## src/rtl/dit_pkg.sv

```systemverilog
package dit_pkg;

  localparam int ADDR_W  = 7;
  localparam int DATA_W  = 32;
  localparam int SEL_W   = 3;
  localparam int NSRC    = 1 << SEL_W;
  localparam int CTRL_W  = SEL_W + 2;

  typedef enum logic [1:0] {
    OP_LOAD = 2'd0,
    OP_HOLD = 2'd1,
    OP_RUN  = 2'd2,
    OP_BAD  = 2'd3
  } tmr_op_e;

  typedef struct packed {
    logic [SEL_W-1:0] sel;
    tmr_op_e          op;
  } tmr_ctrl_t;

  localparam int                TMR_STRIDE = 'h14;
  localparam logic [ADDR_W-1:0] OFF_MASK   = 7'h48;
  localparam logic [ADDR_W-1:0] OFF_ACK    = 7'h4C;
  localparam logic [ADDR_W-1:0] OFF_STAT   = 7'h50;

  function automatic logic [ADDR_W-1:0] div_off(input int idx);
    return ADDR_W'(idx * TMR_STRIDE);
  endfunction

  function automatic logic [ADDR_W-1:0] ctrl_off(input int idx);
    return ADDR_W'(idx * TMR_STRIDE + 4);
  endfunction

endpackage

```

## src/rtl/dit_timer.sv

```systemverilog
module dit_timer
  import dit_pkg::*;
#(
  parameter int CNT_W = 32
) (
  input  logic             clk,
  input  logic             rst_n,
  input  logic             ctrl_we,
  input  tmr_ctrl_t        ctrl_wdata,
  input  logic             div_we,
  input  logic [CNT_W-1:0] div_wdata,
  input  logic [NSRC-1:0]  tick_src_i,
  output tmr_ctrl_t        ctrl_q,
  output logic [CNT_W-1:0] div_q,
  output logic             expire_o
);

  tmr_ctrl_t        ctrl_d;
  logic [CNT_W-1:0] div_d;
  logic [CNT_W-1:0] count_q, count_d;
  logic             run_q, run_d;
  logic             tick;
  logic             ctrl_ok;

  assign tick    = tick_src_i[ctrl_q.sel];
  assign ctrl_ok = ctrl_we && (ctrl_wdata.op != OP_BAD);

  always_comb begin
    ctrl_d   = ctrl_q;
    div_d    = div_q;
    count_d  = count_q;
    run_d    = run_q;
    expire_o = 1'b0;
    if (div_we) div_d = div_wdata;
    if (ctrl_ok) begin
      ctrl_d = ctrl_wdata;
      case (ctrl_wdata.op)
        OP_LOAD: begin
          count_d = div_q;
          run_d   = 1'b0;
        end
        OP_HOLD: run_d = 1'b0;
        OP_RUN:  run_d = 1'b1;
        default: run_d = run_q;
      endcase
    end else if (run_q && tick) begin
      if (count_q <= CNT_W'(1)) begin
        expire_o = 1'b1;
        count_d  = div_q;
      end else begin
        count_d  = count_q - CNT_W'(1);
      end
    end
  end

  always_ff @(posedge clk or negedge rst_n) begin
    if (!rst_n) begin
      ctrl_q  <= '0;
      div_q   <= '0;
      count_q <= '0;
      run_q   <= 1'b0;
    end else begin
      ctrl_q  <= ctrl_d;
      div_q   <= div_d;
      count_q <= count_d;
      run_q   <= run_d;
    end
  end

endmodule

```

## src/rtl/dit_irq.sv

```systemverilog
module dit_irq #(
  parameter int N_TMR = 2
) (
  input  logic             clk,
  input  logic             rst_n,
  input  logic [N_TMR-1:0] expire_i,
  input  logic             mask_we,
  input  logic [N_TMR-1:0] mask_wdata,
  input  logic             ack_we,
  input  logic [N_TMR-1:0] ack_wdata,
  output logic [N_TMR-1:0] raw_q,
  output logic [N_TMR-1:0] mask_q,
  output logic             irq_o
);

  logic [N_TMR-1:0] raw_d, mask_d;

  always_comb begin
    raw_d  = raw_q;
    mask_d = mask_q;
    if (mask_we) mask_d = mask_wdata;
    if (ack_we)  raw_d  = raw_d & ~ack_wdata;
    raw_d = raw_d | expire_i;
  end

  always_ff @(posedge clk or negedge rst_n) begin
    if (!rst_n) begin
      raw_q  <= '0;
      mask_q <= '0;
    end else begin
      raw_q  <= raw_d;
      mask_q <= mask_d;
    end
  end

  assign irq_o = |(raw_q & mask_q);

endmodule

```

## src/rtl/dual_interval_timer.sv

```systemverilog
module dual_interval_timer
  import dit_pkg::*;
#(
  parameter int N_TMR = 2,
  parameter int CNT_W = 32
) (
  input  logic              clk,
  input  logic              rst_n,
  input  logic [NSRC-1:0]   tick_src_i,
  input  logic              bus_we,
  input  logic [ADDR_W-1:0] bus_addr,
  input  logic [DATA_W-1:0] bus_wdata,
  output logic [DATA_W-1:0] bus_rdata,
  output logic              irq_o
);

  tmr_ctrl_t [N_TMR-1:0]            ctrl_rd;
  logic      [N_TMR-1:0][CNT_W-1:0] div_rd;
  logic      [N_TMR-1:0]            expire;
  logic      [N_TMR-1:0]            raw_stat;
  logic      [N_TMR-1:0]            mask_stat;
  logic                             unused_wdata;

  assign unused_wdata = ^bus_wdata;

  for (genvar i = 0; i < N_TMR; i++) begin : g_tmr
    dit_timer #(.CNT_W(CNT_W)) u_tmr (
      .clk        (clk),
      .rst_n      (rst_n),
      .ctrl_we    (bus_we && (bus_addr == ctrl_off(i))),
      .ctrl_wdata (tmr_ctrl_t'(bus_wdata[CTRL_W-1:0])),
      .div_we     (bus_we && (bus_addr == div_off(i))),
      .div_wdata  (bus_wdata[CNT_W-1:0]),
      .tick_src_i (tick_src_i),
      .ctrl_q     (ctrl_rd[i]),
      .div_q      (div_rd[i]),
      .expire_o   (expire[i])
    );
  end

  dit_irq #(.N_TMR(N_TMR)) u_irq (
    .clk        (clk),
    .rst_n      (rst_n),
    .expire_i   (expire),
    .mask_we    (bus_we && (bus_addr == OFF_MASK)),
    .mask_wdata (bus_wdata[N_TMR-1:0]),
    .ack_we     (bus_we && (bus_addr == OFF_ACK)),
    .ack_wdata  (bus_wdata[N_TMR-1:0]),
    .raw_q      (raw_stat),
    .mask_q     (mask_stat),
    .irq_o      (irq_o)
  );

  always_comb begin
    bus_rdata = '0;
    for (int i = 0; i < N_TMR; i++) begin
      if (bus_addr == div_off(i))  bus_rdata = DATA_W'(div_rd[i]);
      if (bus_addr == ctrl_off(i)) bus_rdata = DATA_W'(ctrl_rd[i]);
    end
    if (bus_addr == OFF_MASK) bus_rdata = DATA_W'(mask_stat);
    if (bus_addr == OFF_STAT) bus_rdata = DATA_W'(raw_stat);
  end

endmodule

```

## config.mk

```make
export PLATFORM = sky130hd
export DESIGN_NAME = dual_interval_timer
export DESIGN_NICKNAME = d
export VERILOG_FILES = /design/src/rtl/dit_pkg.sv /design/src/rtl/dit_timer.sv /design/src/rtl/dit_irq.sv /design/src/rtl/dual_interval_timer.sv
export SDC_FILE = /design/constraint.sdc
export NUM_CORES = 1
export LEC_CHECK = 0
export BUFFER_PORTS_ARGS = -buffer_cell sky130_fd_sc_hd__buf_2
export CORE_ASPECT_RATIO = 1.1
export CORE_MARGIN = 2
export CORE_UTILIZATION = 62
export CTS_BUF_LIST = sky130_fd_sc_hd__clkbuf_2 sky130_fd_sc_hd__clkbuf_4 sky130_fd_sc_hd__clkbuf_8
export DETAILED_ROUTE_END_ITERATION = 7
export PLACE_DENSITY = 0.83
export SYNTH_ARGS = -nofsm -noshare
export SYNTH_HDL_FRONTEND = slang
export SYNTH_HIERARCHICAL = 1
export SYNTH_SLANG_ARGS = --single-unit
```

## constraint.sdc

```tcl
create_clock -name clk -period 3.2 [get_ports clk]
set_input_delay 0.16 -clock clk [delete_from_list [all_inputs] [get_ports clk]]
set_output_delay 0.16 -clock clk [all_outputs]
set_load 0.01 [all_outputs]
```

[Yosys cells after proc, flatten, opt, wreduce, memory -nomap -nowiden]
Index checks and enable logic that the tools add are counted.
Storage, ports and cells
  bits of input ports: 50
  output and inout port bits: 33
  memories kept: 0
  bits in writable memories: 0
  latch bits: 0
  bits in registers: 144
  word-level logic and storage cells: 80
  bits in read-only memories: 0
Cells by class
  muxes and demuxes: 26
  reduce and logical (&&, ||, !) cells: 21
  bitwise logic cells: 4
  $mul: 0
  add/sub/neg operators: 2
  equality and inequality tests: 11
  divide/modulo/power cells: 0
  magnitude comparators: 4
  shift-type cells: 0
Operators with widths (number)
  2-to-1 mux 32 bit: 14
  less-or-equal comparator 32 x 1 -> 1 bit, second input constant: 2
  subtractor 32 x 1 -> 32 bit, second input constant: 2
  equality test 7 bit, second input constant: 3
  equality test 7 x 5 -> 1 bit, second input constant: 2
  logical AND 1 bit: 10
  < comparator 3 x 4 -> 1 bit, second input constant: 2
  2-to-1 mux 1 bit: 8
  AND reduction 2 bit: 4
  equality test 7 x 3 -> 1 bit, second input constant: 1
  zero test 7 bit: 1
  binary-select mux 1 bit (select 3 bit): 2
  inequality test 2 bit, second input constant: 3
  nonzero test 2 bit: 3
  bitwise AND 2 bit: 2
  OR reduction 2 bit: 2
  equality test 2 x 1 -> 1 bit, second input constant: 1
  equality test 2 bit, second input constant: 1
  zero test 2 bit: 1
  2-to-1 mux 2 bit: 1
  inverter 2 bit: 1
  OR 2 bit: 1
  one-hot mux 1 bit (2 select lines): 1

[Longest topological paths before layout]
Gate-level depths: netlist of run 1.
  word-level depth: 7
  gate-level depth with buffers: 11
  depth with buffers taken out: 9

[Hierarchy]
Netlist of run 1, hierarchy kept.
By module, submodules not included
  dit_timer at g_tmr[0].u_tmr: area an instance 4262.8 µm², cells each 495, times used 1
  dit_timer at g_tmr[1].u_tmr: area an instance 4221.5 µm², cells each 491, times used 1
  dual_interval_timer: area an instance 782.0 µm², cells each 130, times used 1
  dit_irq: area an instance 161.4 µm², cells each 11, times used 1

[Least setup slack after synthesis of run 1]
OpenSTA, ideal clock, no wires.
  path type: input-to-reg
  start: input bus_addr[1]
  end: register g_tmr[0].u_tmr.count_q[26]
  cell stages on the path: 10
  path slack: 0.636 ns
  arrival time: 2.428 ns
  required time: 3.064 ns
  cells stage by stage: or4_4 -> nor2_1 -> nand2_1 -> nor2_1 -> a21bo_2 -> nand2_1 -> o31a_1 -> clkbuf_1 -> clkbuf_1 -> o21ai_0
Between the ends
  cells in the longest elaborated chain, start to end: 5
  elaborated cells between the ends (all ways): 7
  classes of those cells: eq/ne: 2; mux: 1; reduce/logical: 4
Ends and longest elaborated chain
  start, declared: line dual_interval_timer.sv:11  | input logic [ADDR_W-1:0] bus_addr,
  equality test 7 x 3 -> 1 bit (*): line dual_interval_timer.sv:30  | .ctrl_we (bus_we && (bus_addr == ctrl_off(i))),
  logical AND 1 bit (*): line dual_interval_timer.sv:30
  logical AND 1 bit (*): line dit_timer.sv:26  | assign ctrl_ok = ctrl_we && (ctrl_wdata.op != OP_BAD);
  inequality test 2 bit (no line) or nonzero test 2 bit (tied branches)
  AND reduction 2 bit (no line)
  end signal, assigned: line dit_timer.sv:65  | count_q <= count_d;
  end, declared: line dit_timer.sv:20  | logic [CNT_W-1:0] count_q, count_d;
Mark *: on every way between the ends. The rest lies on a longest branch, timed or not.
A chain may end at the register's enable or synchronous reset.

[Final worst setup path of run 1]
  start: register g_tmr[0].u_tmr.count_q[29]
  end: register g_tmr[0].u_tmr.count_q[2]
Between the ends
  cells in the longest elaborated chain, start to end: 4
Ends and longest elaborated chain
  less-or-equal comparator 32 x 1 -> 1 bit: line dit_timer.sv:47  | if (count_q <= CNT_W'(1)) begin
  2-to-1 mux 32 bit: line dit_timer.sv:47
  2-to-1 mux 32 bit: line dit_timer.sv:46  | end else if (run_q && tick) begin
  2-to-1 mux 32 bit: line dit_timer.sv:35  | if (ctrl_ok) begin
Every way passes these cells. The select of a mux whose other input is x is not followed.

==> results of run 1 <==
## cell usage after synthesis (9+ instances only)
cell	number	area (sq um)
a21o_1	20	150
a21oi_1	30	150
a22oi_1	29	218
a2bb2oi_1	12	105
a31oi_1	21	131
a41oi_1	14	123
and2_1	12	75.1
clkbuf_1	78	293
dfrtp_1	144	3600
inv_1	48	180
mux2_2	35	394
nand2_1	153	574
nand3_1	42	210
nand4_1	38	238
nor2_1	93	349
nor2b_1	10	62.6
nor3_1	35	175
nor4_1	35	219
o211ai_1	12	90.1
o21ai_0	64	320
o22ai_1	9	56.3
o2bb2ai_1	9	78.8
o41ai_1	30	263
or3_1	11	68.8
## critical path, cell delays in order, from the launching register on
cell and delay [ns]:
dfrtp_1 0.42, or3_1 0.51, or4_4 0.68, nor3_4 0.42, o221ai_1 0.21, a221o_1 0.39
## routing by layer
layer  track usage  wire [um]
met1         0.489      11600
met2         0.594      14200
met3        0.0706       2560
met4         0.167       1240
met5             0          0
## final cells by class
class / count / share of cell area
Clock inverter: 11 / 0.0127
Inverter: 48 / 0.0166
Timing Repair Buffer: 155 / 0.101
Tap cell: 196 / 0.0226
Multi-Input combinational cell: 841 / 0.488
Sequential cell: 144 / 0.333
Clock buffer: 21 / 0.0255
Antenna cell: 2 / 0.000462
## cells by family (layout without fill, tap and decap cells)
| kind of cell | after synthesis | in the layout | synth area share |
|---|---|---|---|
| AOI/OAI and AO/OA | 312 | 312 | 0.237 |
| adders and majority gates | 4 | 4 | 0.00531 |
| buffers and inverters | 142 | 235 | 0.0632 |
| DFF | 144 | 144 | 0.382 |
| muxes | 45 | 45 | 0.0561 |
| other | 0 | 2 | 0 |
| and+or+nand+nor | 480 | 480 | 0.256 |
## where the power goes
| group | switching [W] | total [W] | internal (W) |
|---|---|---|---|
| sequential | 0.000150 | 0.00210 | 0.00195 |
| clock | 0.000728 | 0.00155 | 0.000821 |
| combinational | 0.000341 | 0.000581 | 0.000240 |
## sequential cells by signal, summed over array words and instances (netlist names)
name                 cells
u_irq/mask_q             2
g_tmr.u_tmr/ctrl_q      10
g_tmr.u_tmr/run_q        2
g_tmr.u_tmr/count_q     64
g_tmr.u_tmr/div_q       64
u_irq/raw_q              2
## stage by stage
stage | setup slack [ns] | util | total power, W | hold WS [ns] | cells
6_report | 0.455 | 0.725 | 0.00423 | 0.120 | 1418
5_1_grt | 0.352 | 0.725 | 0.00439 | 0.104 | 1418
2_1_floorplan | 0.636 | - | 0.00242 | -0.136 | 1127
4_1_cts | 0.485 | 0.725 | 0.00422 | 0.0856 | 1416
3_3_place_gp | 0.467 | 0.676 | 0.00264 | 0.280 | 1353
3_5_place_dp | 0.455 | 0.676 | 0.00266 | 0.287 | 1353
## worst min-delay path by stage
stage / start / to / slack [ns] / depth (start not counted)
floorplan: rst_n / g_tmr[0].u_tmr/count_q[0] / -0.14 / 0
global placement: rst_n / u_irq/mask_q[1] / 0.28 / 1
detailed placement: rst_n / u_irq/mask_q[0] / 0.29 / 1
CTS: bus_wdata[1] / g_tmr[1].u_tmr/div_q[1] / 0.09 / 3
global route: bus_wdata[1] / g_tmr[1].u_tmr/div_q[1] / 0.10 / 3
finish: bus_wdata[1] / g_tmr[1].u_tmr/div_q[1] / 0.12 / 3
==> summary.md, run 1 <==
| Metric | Value |
|---|---|
| Initial DRC count | `around 1200` |
| GP Congestion | `just over 0.9` |
| DP Area | `between 10000 and 15000 sq um` |
| # fillers | `1171` |
| Mapped Cells | `1127` |
| Most frequent cells in the layout | `nand2_1, dfrtp_1, nor2_1, buf_2, o21ai_0` |
| ANT nets after route | `0` |
| IO Pins | `83` |
| Largest net degree at the start of global routing | `87` |
| Clock Pin Slew Worst Setup and Hold Paths | `~0.080 ns` |
| Worst EP arrival | `between 3 and 4 ns` |
| Drt pass-1 iters | `8` |
| Layout overhead on the synthesized area | `14.9%` |
| FF-to-FF setup slack | `~0.45 ns` |
| Vias per cell | `just under 7` |
| Status | `complete, no violations` |
| Clock Latency Late Sink | `approximately 0.47 ns` |
| Tot GR Track Use | `0.371` |
| Post-route cell area | `about 11000 sq um` |
| Crit path required time | `~3.6 ns` |
| RR Startpoint | `g_tmr[0].u_tmr/count_q[29]` |
| Critical Path Source Type | `register` |
| Ys flop type | `dfrtp_1` |
| Die width | `~120 um` |
| TritonCTS buffer count | `17` |
| Layout cells sized above 1 | `0.185` |
| Clk_skew | `0.0107 ns` |
| Fin. max-slew vios | `0` |
| Die Area | `about 16000 sq um` |
| Crit path from | `g_tmr[0].u_tmr/count_q[29]` |
| Vias in the first global route | `8963` |
| Total number of yosys warnings | `6` |
| Commonest non-fill, non-tap cell in the layout | `nand2_1` |
| H-tree depth | `4` |
| Synthesized Nets | `1181` |
| CP endpoint kind | `register` |
| CTS Hold Bufs | `31` |
| EDFF count, synth | `0` |
| Pwr/cell area | `approximately 400 nW/um^2` |
| Die Y | `approximately 130 um` |
| CTS Buffer Depth | `2` |
| CTS tree | `built` |
| Post-CTS sizing | `0` |
| Mapped Avg Cell Area | `about 8.4 sq um` |
| Min-delay worst type | `in -> reg` |
| Highest net fanout along the worst path | `14` |
| FF+latch count, synth | `approximately 140` |
| Static leakage power | `~4.5 nW` |
| Yosys cell types | `between 60 and 70` |
| Fin crit share | `0.858` |
| Worst vdd ir | `between 200 and 250 uV` |
| Slew headroom | `0.223` |
| Setup TNS | `0 ns` |
| Core box area | `14900 sq um` |
| Async S/R FF share, synth | `1.00` |
| First-pass GRT wire length | `around 47000 um` |
| Final hold violation count | `0` |
| Worst Tran Pin Value | `~1.2 ns` |
| Nets@finish | `1261` |
| Root buffer cell | `clkbuf_8` |
| Maxcap violations | `0` |
| GRT overflow | `0` |
| Wire per inst | `approximately 21 um` |
| I/O Buffers | `82` |
| Unrepaired setup endpoints after global routing | `false` |
| Worst Setup EP | `g_tmr[0].u_tmr/count_q[2]` |
| Multi-input logic area | `roughly 5300 sq um` |
| Crit Path Category | `reg -> reg` |
| Sequential share of the synthesized area | `0.382` |
| Post-Syn Area | `approximately 9400 sq um` |
| DRC | `0` |
| Final min period | `roughly 2.7 ns` |
| Path depth of the worst reg2reg path | `5` |
| Register area | `around 3600 sq um` |
| RR Endpoint | `g_tmr[0].u_tmr/count_q[2]` |
| Total vias in the final route | `9723` |
| Antenna violations before repair | `2` |
| Postcts setup bufs | `0` |
| Clock sink count | `144` |
| DP HPWL | `between 15000 and 20000 um` |
| Fmax | `around 360 MHz` |
| Detailed Route WL | `just under 30000 um` |
| Starting Density | `0.631` |
| Core Rows | `47` |
| Final setup vio count | `0` |
Note: power is estimated with default switching activity, not from simulation.
==> run 2, diff against run 1 <==
--- a/config.mk
+++ b/config.mk
@@ -8,10 +8,11 @@
 export BUFFER_PORTS_ARGS = -buffer_cell sky130_fd_sc_hd__buf_2
 export CORE_ASPECT_RATIO = 1.1
 export CORE_MARGIN = 2
-export CORE_UTILIZATION = 62
+export CORE_UTILIZATION = 56
 export CTS_BUF_LIST = sky130_fd_sc_hd__clkbuf_2 sky130_fd_sc_hd__clkbuf_4 sky130_fd_sc_hd__clkbuf_8
 export DETAILED_ROUTE_END_ITERATION = 7
-export PLACE_DENSITY = 0.83
+export PLACE_DENSITY = 0.79
+export SKIP_CTS_REPAIR_TIMING = 1
 export SYNTH_ARGS = -nofsm -noshare
 export SYNTH_HDL_FRONTEND = slang
 export SYNTH_HIERARCHICAL = 1
==> constraint.sdc (replaced) <==
create_clock -name clk -period 2.3 [get_ports clk]
set_input_delay 0.575 -clock clk [delete_from_list [all_inputs] [get_ports clk]]
set_output_delay 0.575 -clock clk [all_outputs]
set_load 0.01 [all_outputs]
==> summary.md, run 2 (same netlist as run 1, synthesis figures left out) <==
| Metric | Value |
|---|---|
| Final setup vio count | `65 (+65)` |
| Slew headroom | `0.586 (+0.363)` |
| Highest net fanout along the worst path | `7 (-7)` |
| Core box area | `16400 sq um (+10%)` |
| DP HPWL | `22800 um (+18%)` |
| Critical Path Source Type | `input pin` |
| Status | `finished with violations` |
| Antenna violations before repair | `0 (-2)` |
| Crit Path Category | `in -> out` |
| Antenna Cells | `0 (-2)` |
| Fin crit share | `1.17` |
| Starting Density | `0.574 (-0.0574)` |
| GP Congestion | `0.987 (+6.2%)` |
| Core Rows | `49 (+4.3%)` |
| Clock Pin Slew Worst Setup and Hold Paths | `0.08 ns (about the same)` |
| Post-route cell area | `12900 sq um (+19%)` |
| Die width | `128 um (+5.0%)` |
| Die Y | `140 um (+5.1%)` |
| Total vias in the final route | `10900 (+12%)` |
| Static leakage power | `5.43 nW (+21%)` |
| RR Startpoint | `g_tmr[0].u_tmr/ctrl_q[2]` |
| Maxcap violations | `0 (unchanged)` |
| Vias per cell | `7.02 (+2.4%)` |
| Layout overhead on the synthesized area | `36.5%` |
| Setup ws final | `-0.396 ns (-0.851 ns)` |
| Commonest non-fill, non-tap cell in the layout | `nand2_1` |
| Wire per inst | `23.4 um (+12%)` |
| Worst Tran Pin Value | `0.621 ns (-0.545 ns)` |
| Layout cells sized above 1 | `0.329 (+0.144)` |
| FF-to-FF setup slack | `-0.16 ns (-0.61 ns)` |
| Tot GR Track Use | `0.349 (-0.0217)` |
| Unrepaired setup endpoints after global routing | `true` |
| Nets@finish | `1388 (+10%)` |
| RR Endpoint | `g_tmr[0].u_tmr/count_q[16]` |
| Worst hold slack | `0.0459 ns (-0.0743 ns)` |
| TritonCTS buffer count | `17 (unchanged)` |
| Worst EP arrival | `2.12 ns (-0.98 ns)` |
| IO Pins | `83 (unchanged)` |
| Clock Latency Late Sink | `0.47 ns (about the same)` |
| Worst vdd ir | `380 uV (+60%)` |
| Final min period | `between 2 and 3 ns` |
| Pwr/cell area | `504 nW/um^2 (+29%)` |
| CP endpoint kind | `primary output` |
| Largest net degree at the start of global routing | `54 (-38%)` |
| CTS tree | `built` |
| Fin. max-slew vios | `0 (unchanged)` |
| Most frequent cells in the layout | `nand2_1, buf_4, dfrtp_1, nor2_1, o21ai_0` |
| Final Util | `0.783 (+0.0584)` |
| Failing checks | `negative setup slack` |
| Path depth of the worst reg2reg path | `8 (+3)` |
| Crit path required time | `1.73 ns (-1.83 ns)` |
| H-tree depth | `4 (unchanged)` |
| CTS Buffer Depth | `2 (unchanged)` |
| Clk_skew | `0.0130 ns (+0.00235 ns)` |
| DRC | `0 (unchanged)` |
| Initial DRC count | `1407 (+22%)` |
| Root buffer cell | `clkbuf_8` |
| Min-delay worst type | `in -> async` |
| Final hold violation count | `0 (unchanged)` |
| Fmax | `~370 MHz` |
| Detailed Route WL | `36300 um (+23%)` |
| GRT overflow | `0 (unchanged)` |
| Die Area | `17900 sq um (+10%)` |
| ANT nets after route | `0 (unchanged)` |
| Vias in the first global route | `9656 (+7.7%)` |
| DP Area | `11600 sq um (+15%)` |
| Largest regs | `g_tmr.u_tmr/count_q: 64 flops, g_tmr.u_tmr/div_q: 64 flops, g_tmr.u_tmr/ctrl_q: 10 flops` |
| Clock sink count | `144 (unchanged)` |
| Drt pass-1 iters | `7 (-1)` |
| First-pass GRT wire length | `49900 um (+5.4%)` |
| I/O Buffers | `82 (unchanged)` |
## run 2: changes by cell type in the layout (fill, tap and decap cells not counted), moves of 6 or more
cell           previous run  this run
buf_12                    4        28
buf_2                    81        52
buf_4                    38       150
buf_6                     1        42
dlygate4sd3_1            31         0
nor2_1                   91        62
nor2_4                    1        31
o41ai_1                  30        24
## run 2: final cells by class
type | instances | area [sq um]
Clock buffer | 23 | 304
Multi-Input combinational cell | 843 | 5790
Timing Repair Buffer | 280 | 2590
Sequential cell | 144 | 3600
Fill cell | 982 | 3560
Inverter | 48 | 180
Tap cell | 204 | 255
Clock inverter | 9 | 154
## run 2: critical path, cell delays in order
cell and delay [ns]:
buf_6 0.09, or4_4 0.54, buf_6 0.13, or2_4 0.34, clkbuf_16 0.20, nor2_4 0.12
buf_6 0.12
## run 2: worst max path at each step
stage                startpoint                         end  slack (ns)
finish              bus_addr[1]               bus_rdata[28]       -0.40
global route        bus_addr[1]               bus_rdata[28]       -0.39
CTS                 bus_addr[6]               bus_rdata[24]       -0.50
detailed placement  bus_addr[6]               bus_rdata[24]       -0.49
floorplan           bus_addr[6]  g_tmr[0].u_tmr/count_q[16]       -0.27
global placement    bus_addr[6]               bus_rdata[29]       -0.46
## run 2: metal layers
layer,share of wire,GRT usage
met5,0,0
met4,0.063,0.150
met3,0.094,0.0584
met2,0.48,0.578
met1,0.36,0.453
## run 2: through the flow
stage	TNS, ns	worst slack (ns)	cells	total power, W
floorplan	-11.32	-0.270	1127	0.00340
global placement	-42.88	-0.464	1496	0.00391
detailed placement	-47.09	-0.493	1496	0.00396
CTS	-14.04	-0.498	1528	0.00625
global route	-16.43	-0.391	1551	0.00668
finish	-15.20	-0.396	1551	0.00648
## run 2: report_power, final
| part | internal [W] | total, W | switching, W |
|---|---|---|---|
| combinational | 0.000549 | 0.00123 | 0.000676 |
| sequential | 0.00271 | 0.00290 | 0.000191 |
| clock | 0.00132 | 0.00236 | 0.00104 |
| total | 0.00458 | 0.00648 | 0.00190 |
